File: src/rtl/adc_cal_pkg.sv
package adc_cal_pkg;
  typedef enum logic [1:0] {ST_IDLE = 2'd0, ST_OFS = 2'd1, ST_GAIN = 2'd2} cal_state_e;

  localparam int CMD_W = 3;
  localparam logic [CMD_W-1:0] CMD_NONE = 3'd0;
  localparam logic [CMD_W-1:0] CMD_OFS  = 3'd1;
  localparam logic [CMD_W-1:0] CMD_GAIN = 3'd2;
  localparam logic [CMD_W-1:0] CMD_BOTH = 3'd3;

  localparam int ADDR_W = 3;
  localparam logic [ADDR_W-1:0] A_CTRL  = 3'd0;
  localparam logic [ADDR_W-1:0] A_SETUP = 3'd1;
  localparam logic [ADDR_W-1:0] A_OFS   = 3'd2;
  localparam logic [ADDR_W-1:0] A_GAIN  = 3'd3;
  localparam logic [ADDR_W-1:0] A_DATA  = 3'd4;

  function automatic logic read_clears(input logic [ADDR_W-1:0] a);
    return (a == A_SETUP) || (a == A_OFS) || (a == A_GAIN) || (a == A_DATA);
  endfunction

  function automatic logic cmd_valid(input logic [CMD_W-1:0] c);
    return (c == CMD_OFS) || (c == CMD_GAIN) || (c == CMD_BOTH);
  endfunction
endpackage

File: src/rtl/cal_seq.sv
module cal_seq
  import adc_cal_pkg::*;
(
  input  logic             clk,
  input  logic             rst_n,
  input  logic             cmd_wr,
  input  logic [CMD_W-1:0] cmd_in,
  input  logic             strobe,
  output cal_state_e       state,
  output logic [CMD_W-1:0] cmd_q,
  output logic             ofs_load,
  output logic             gain_load,
  output logic             cal_end
);
  always_comb begin
    ofs_load  = (state == ST_OFS) && strobe;
    gain_load = (state == ST_GAIN) && strobe;
    cal_end   = (ofs_load && (cmd_q != CMD_BOTH)) || gain_load;
  end

  always_ff @(posedge clk or negedge rst_n) begin
    if (!rst_n) begin
      state <= ST_IDLE;
      cmd_q <= CMD_NONE;
    end else begin
      unique case (state)
        ST_IDLE: begin
          if (cmd_wr && cmd_valid(cmd_in)) begin
            cmd_q <= cmd_in;
            state <= (cmd_in == CMD_GAIN) ? ST_GAIN : ST_OFS;
          end
        end
        ST_OFS: begin
          if (strobe) begin
            if (cmd_q == CMD_BOTH) begin
              state <= ST_GAIN;
            end else begin
              state <= ST_IDLE;
              cmd_q <= CMD_NONE;
            end
          end
        end
        ST_GAIN: begin
          if (strobe) begin
            state <= ST_IDLE;
            cmd_q <= CMD_NONE;
          end
        end
        default: begin
          state <= ST_IDLE;
          cmd_q <= CMD_NONE;
        end
      endcase
    end
  end
endmodule

File: src/rtl/cal_regs.sv
module cal_regs
  import adc_cal_pkg::*;
#(
  parameter int W = 24
) (
  input  logic              clk,
  input  logic              rst_n,
  input  logic              wr_en,
  input  logic [ADDR_W-1:0] addr,
  input  logic [W-1:0]      wdata,
  input  logic              ofs_load,
  input  logic              gain_load,
  input  logic              idle,
  input  logic              strobe,
  input  logic [W-1:0]      result,
  output logic [W-1:0]      ofs_q,
  output logic [W-1:0]      gain_q,
  output logic [W-1:0]      setup_q,
  output logic [W-1:0]      data_q
);
  localparam logic [W-1:0] GAIN_UNITY = {1'b1, {(W-1){1'b0}}};

  always_ff @(posedge clk or negedge rst_n) begin
    if (!rst_n) begin
      ofs_q   <= '0;
      gain_q  <= GAIN_UNITY;
      setup_q <= '0;
      data_q  <= '0;
    end else begin
      if (ofs_load)                      ofs_q <= result;
      else if (wr_en && addr == A_OFS)   ofs_q <= wdata;
      if (gain_load)                     gain_q <= result;
      else if (wr_en && addr == A_GAIN)  gain_q <= wdata;
      if (wr_en && addr == A_SETUP)      setup_q <= wdata;
      if (idle && strobe)                data_q <= result;
    end
  end
endmodule

File: src/rtl/done_flag.sv
module done_flag (
  input  logic clk,
  input  logic rst_n,
  input  logic set_i,
  input  logic clr_i,
  output logic flag_o
);
  always_ff @(posedge clk or negedge rst_n) begin
    if (!rst_n)     flag_o <= 1'b0;
    else if (set_i) flag_o <= 1'b1;
    else if (clr_i) flag_o <= 1'b0;
  end
endmodule

File: src/rtl/adc_cal_ctrl.sv
module adc_cal_ctrl
  import adc_cal_pkg::*;
#(
  parameter int W = 24
) (
  input  logic              clk,
  input  logic              rst_n,
  input  logic              wr_en,
  input  logic              rd_en,
  input  logic [ADDR_W-1:0] addr,
  input  logic [W-1:0]      wdata,
  output logic [W-1:0]      rdata,
  input  logic              conv_strobe,
  input  logic [W-1:0]      cal_result
);
  localparam int PAD_W = W - CMD_W - 1;

  cal_state_e       state;
  logic [CMD_W-1:0] cmd_q;
  logic             ofs_load, gain_load, cal_end;
  logic             flag_q, flag_clr;
  logic [W-1:0]     ofs_q, gain_q, setup_q, data_q;

  cal_seq u_seq (
    .clk(clk), .rst_n(rst_n),
    .cmd_wr(wr_en && addr == A_CTRL), .cmd_in(wdata[CMD_W-1:0]),
    .strobe(conv_strobe), .state(state), .cmd_q(cmd_q),
    .ofs_load(ofs_load), .gain_load(gain_load), .cal_end(cal_end)
  );

  cal_regs #(.W(W)) u_regs (
    .clk(clk), .rst_n(rst_n), .wr_en(wr_en), .addr(addr), .wdata(wdata),
    .ofs_load(ofs_load), .gain_load(gain_load), .idle(state == ST_IDLE),
    .strobe(conv_strobe), .result(cal_result),
    .ofs_q(ofs_q), .gain_q(gain_q), .setup_q(setup_q), .data_q(data_q)
  );

  assign flag_clr = rd_en && read_clears(addr);

  done_flag u_flag (
    .clk(clk), .rst_n(rst_n), .set_i(cal_end), .clr_i(flag_clr), .flag_o(flag_q)
  );

  always_comb begin
    unique case (addr)
      A_CTRL:  rdata = {{PAD_W{1'b0}}, flag_q, cmd_q};
      A_SETUP: rdata = setup_q;
      A_OFS:   rdata = ofs_q;
      A_GAIN:  rdata = gain_q;
      A_DATA:  rdata = data_q;
      default: rdata = '0;
    endcase
  end
endmodule

File: config.mk
export PLATFORM = sky130hd
export DESIGN_NAME = adc_cal_ctrl
export DESIGN_NICKNAME = d
export VERILOG_FILES = /design/src/rtl/adc_cal_pkg.sv /design/src/rtl/cal_seq.sv /design/src/rtl/cal_regs.sv /design/src/rtl/done_flag.sv /design/src/rtl/adc_cal_ctrl.sv
export SDC_FILE = /design/constraint.sdc
export NUM_CORES = 1
export LEC_CHECK = 0
export BUFFER_PORTS_ARGS = -buffer_cell sky130_fd_sc_hd__buf_2
export CELL_PAD_IN_SITES_DETAIL_PLACEMENT = 1
export CELL_PAD_IN_SITES_GLOBAL_PLACEMENT = 1
export CORE_MARGIN = 10
export CORE_UTILIZATION = 35
export DETAILED_ROUTE_END_ITERATION = 16
export PLACE_DENSITY = 0.67
export SYNTH_ARGS = -nofsm -noshare
export SYNTH_HDL_FRONTEND = slang
export SYNTH_HIERARCHICAL = 1
export SYNTH_SLANG_ARGS = --single-unit
File: constraint.sdc
create_clock -name clk -period 1.8 [get_ports clk]
set_clock_uncertainty 0.05 [all_clocks]
set_input_delay 0.36 -clock clk [delete_from_list [all_inputs] [get_ports clk]]
set_output_delay 0.36 -clock clk [all_outputs]
set_load 0.02 [all_outputs]
==> flow_summary.yaml <==
run_status:
  status: "finished clean"
finish:
  syn_to_final_growth_pct: 28.1
  fin_area_mm2: 0.00700
  layout.nets: 558
  drive_gt1_frac: 0.661
  final_util: 0.458
yosys:
  synthesis.area_mm2: 0.00546
  synth_common_cells: "147 x mux2_2, 101 x dfrtp_1, 24 x o22ai_1"
  synth_edf_count: 0
  synthesis.nets: 457
  ys.flop_type: "dfrtp_1"
  synth_seq_cells: 102
  netlist.area_leader.share: 0.463
  syn_inst: 401
  yosys-top-cells-area: "dfrtp_1 46%, mux2_2 30%, a22oi_2 4.6%"
  synth.distinct_cells: 39
  yosys_warnings: 6
  synth_most_common_cell: "mux2_2"
  synthArstFlopShare: 1.00
  synth_top_area_cell: "dfrtp_1"
  yosysSeqAreaShare: 0.467
  avgSynthCellArea_um2: 13.6
global_route:
  grt.overflow.total: 0
  first_global_vias: 4358
  grt_use_met1: 0.174
  antenna_found_initial: 1
  grtUsageMet2: 0.257
  grt_pass1_wl_mm: 24.7
  met3_usage: 0.0360
  grt_max_degree: 43
  top_usage_layer: "met2"
  grt_usage: 0.146
critical_path:
  reg2reg_setup_slack_ps: 60
  critPathArrivalTime_ps: 1390
  start_kind: "flip-flop"
  critPathTopFamily: "flip-flops"
  critPathMaxFanout: 2
  rr_worst_depth: 4
  path_buf_inv: 1
  critPathCaptureType: "output port"
  cp_cell_sequence: "mux2_4 -> a21oi_2 -> o22ai_1 -> buf_4"
  critical_path_required_ps: 1390
  r2r-end: "u_regs/ofs_q[14]"
  r2r-start: "u_seq/state[1]"
  cp_slowest_cell: "dfrtp_1"
  critPathMaxStageDelay_ps: 390
  path_class: "reg2out"
clock_network:
  clock-sinks: 102
  clk_latency_ps: 340
  clockBufferDepth: 2
  htreeDepth: 3
  numCtsBuffers: 9
  root_buffer: "clkbuf_16"
  cts_tree: "built"
  path_clk_slew_ps: 70
power_and_ir_drop:
  power_mw: 6.55
  seqPwrFrac: 0.464
  clkPwrFrac: 0.299
  p_int_mw: 4.72
  sw_frac_of_total: 0.279
  switching_power_mw: 1.83
  power.leakage_nw: 2.97
  power_density_mw_per_mm2: 936
  ir_worst_vdd_mv: 0.441
  pwr-share-comb: 0.237
min_path:
  min_from: "wdata[7]"
  hp-class: "in2reg"
  min_path_cells: 2
  hold_end: "u_regs/setup_q[7]"
floorplanning:
  io_pins: 80
  die_w_um: 145
  die-area_mm2: 0.0210
  num_rows: 45
  die_y_um: 145
  start_util: 0.358
  coreArea_mm2: 0.0153
place:
  place_congestion: 0.807
  place_area_mm2: 0.00639
  hpwlAfterDp_mm: 11.0
  pre_cts_ws_ps: -112
  port_buffers: 79
timing:
  post-route-min-period_ps: 1800
  final-setup-viol-count: 0
  finalHoldViolCount: 0
  finalCritPeriodShare: 0.999
  rsz0062_at_grt: "true"
  tightest_slew_ps: 388
  max-slew-margin-rel: 0.739
  maxSlewViolCount: 0
  timing.final.ws_setup_ps: 1.99
  timing.fmax_mhz: 556
  hold_slack_ps: 216
route:
  wire_per_inst_um: 21.6
  drt-pass1-iter-count: 4
  drtIter0Drc: 118
  post-route-drc-count: 0
  wirelength_mm: 15.5
  vias_per_cell: 5.20
  vias: 3740
  ant_nets: 0
job:
  cap_viol_max_count: 0
-- final cells by class --
cell class	instances	area (um^2)
inverter	2	7.51
antenna	1	2.50
sequential	102	2550
tap	211	264
clock inverter	5	65.1
fill	1603	8260
clock buffer	11	233
timing repair buffer	122	1080
multi-input combinational	265	2790
-- what timing repair did --
| item | in CTS | in global routing |
|---|---|---|
| hold buffers | 1 | 0 |
| setup endpoints to repair | 22 | 21 |
| gates resized for setup | 33 | 27 |
| pin swaps | 8 | 9 |
| buffers inserted | 3 | 1 |
| gates cloned | 1 | 0 |
| endpoints found under the hold margin | 23 | 0 |
-- power by group through the flow --
| stage | Clock [mW] | Sequential [mW] | Combinational, mW |
|---|---|---|---|
| global route | 2.12 | 3.10 | 1.67 |
| global placement | 0 | 3.03 | 1.35 |
| CTS | 2.02 | 3.04 | 1.52 |
| finish | 1.96 | 3.04 | 1.55 |
| floorplan | 0 | 2.98 | 0.944 |
| detailed placement | 0 | 3.08 | 1.41 |
-- worst max-delay path by stage --
stage	end	from	slack, ps	depth (start not counted)
5_1_grt	rdata[2]	u_regs/ofs_q[2]	-70	4
3_3_place_gp	rdata[21]	addr[0]	-90	7
2_1_floorplan	u_regs/ofs_q[0]	u_seq/state[1]	4	6
4_1_cts	rdata[2]	addr[0]	-2	7
6_report	rdata[2]	u_regs/ofs_q[2]	2	4
3_5_place_dp	rdata[21]	addr[0]	-110	7
-- metrics by stage --
stage | std cells | setup TNS (ps)
3_5_place_dp | 696 | -1540
3_3_place_gp | 696 | -656
2_1_floorplan | 401 | 0
4_1_cts | 717 | -2.45
5_1_grt | 719 | -239
6_report | 719 | 0
-- flip-flops by register name, summed over array words and instances, names as in the netlist --
signal,count
u_regs/data_q,24
u_regs/ofs_q,24
u_regs/gain_q,24
u_seq/cmd_q,3
u_flag/flag_o,1
u_regs/setup_q,24
u_seq/state,2
-- metal layers --
metal | part of all wire | wire [um]
met5 | 0 | 0
met4 | 0.014 | 216
met3 | 0.038 | 589
met2 | 0.51 | 7960
met1 | 0.44 | 6780
-- cell usage in the layout, fill, tap and decap left out, drive strengths merged --
cell,n
a22o,2
clkbuf,12
mux2,148
nor2,6
and2,1
and3,1
dfrtp,101
or2,1
a21o,3
buf,120
o211ai,1
o22ai,24
clkinv,2
dlygate4sd3,1
a21boi,1
o21ai,4
nor3,1
nand2b,3
or3,1
inv,4
dfstp,1
a22oi,24
nor2b,3
xnor2,1
and3b,1
nor3b,5
nand2,4
bufinv,1
a31oi,2
nor4b,1
diode,1
mux2i,20
a21oi,6
or4b,1
-- kinds of logic after synthesis --
family,synth area share
flops,0.467
simple gates,0.0355
buf+inv,0.0499
mux,0.342
compound gates,0.104
xor+xnor,0.00160
Note: power is estimated with default switching activity, not from simulation.
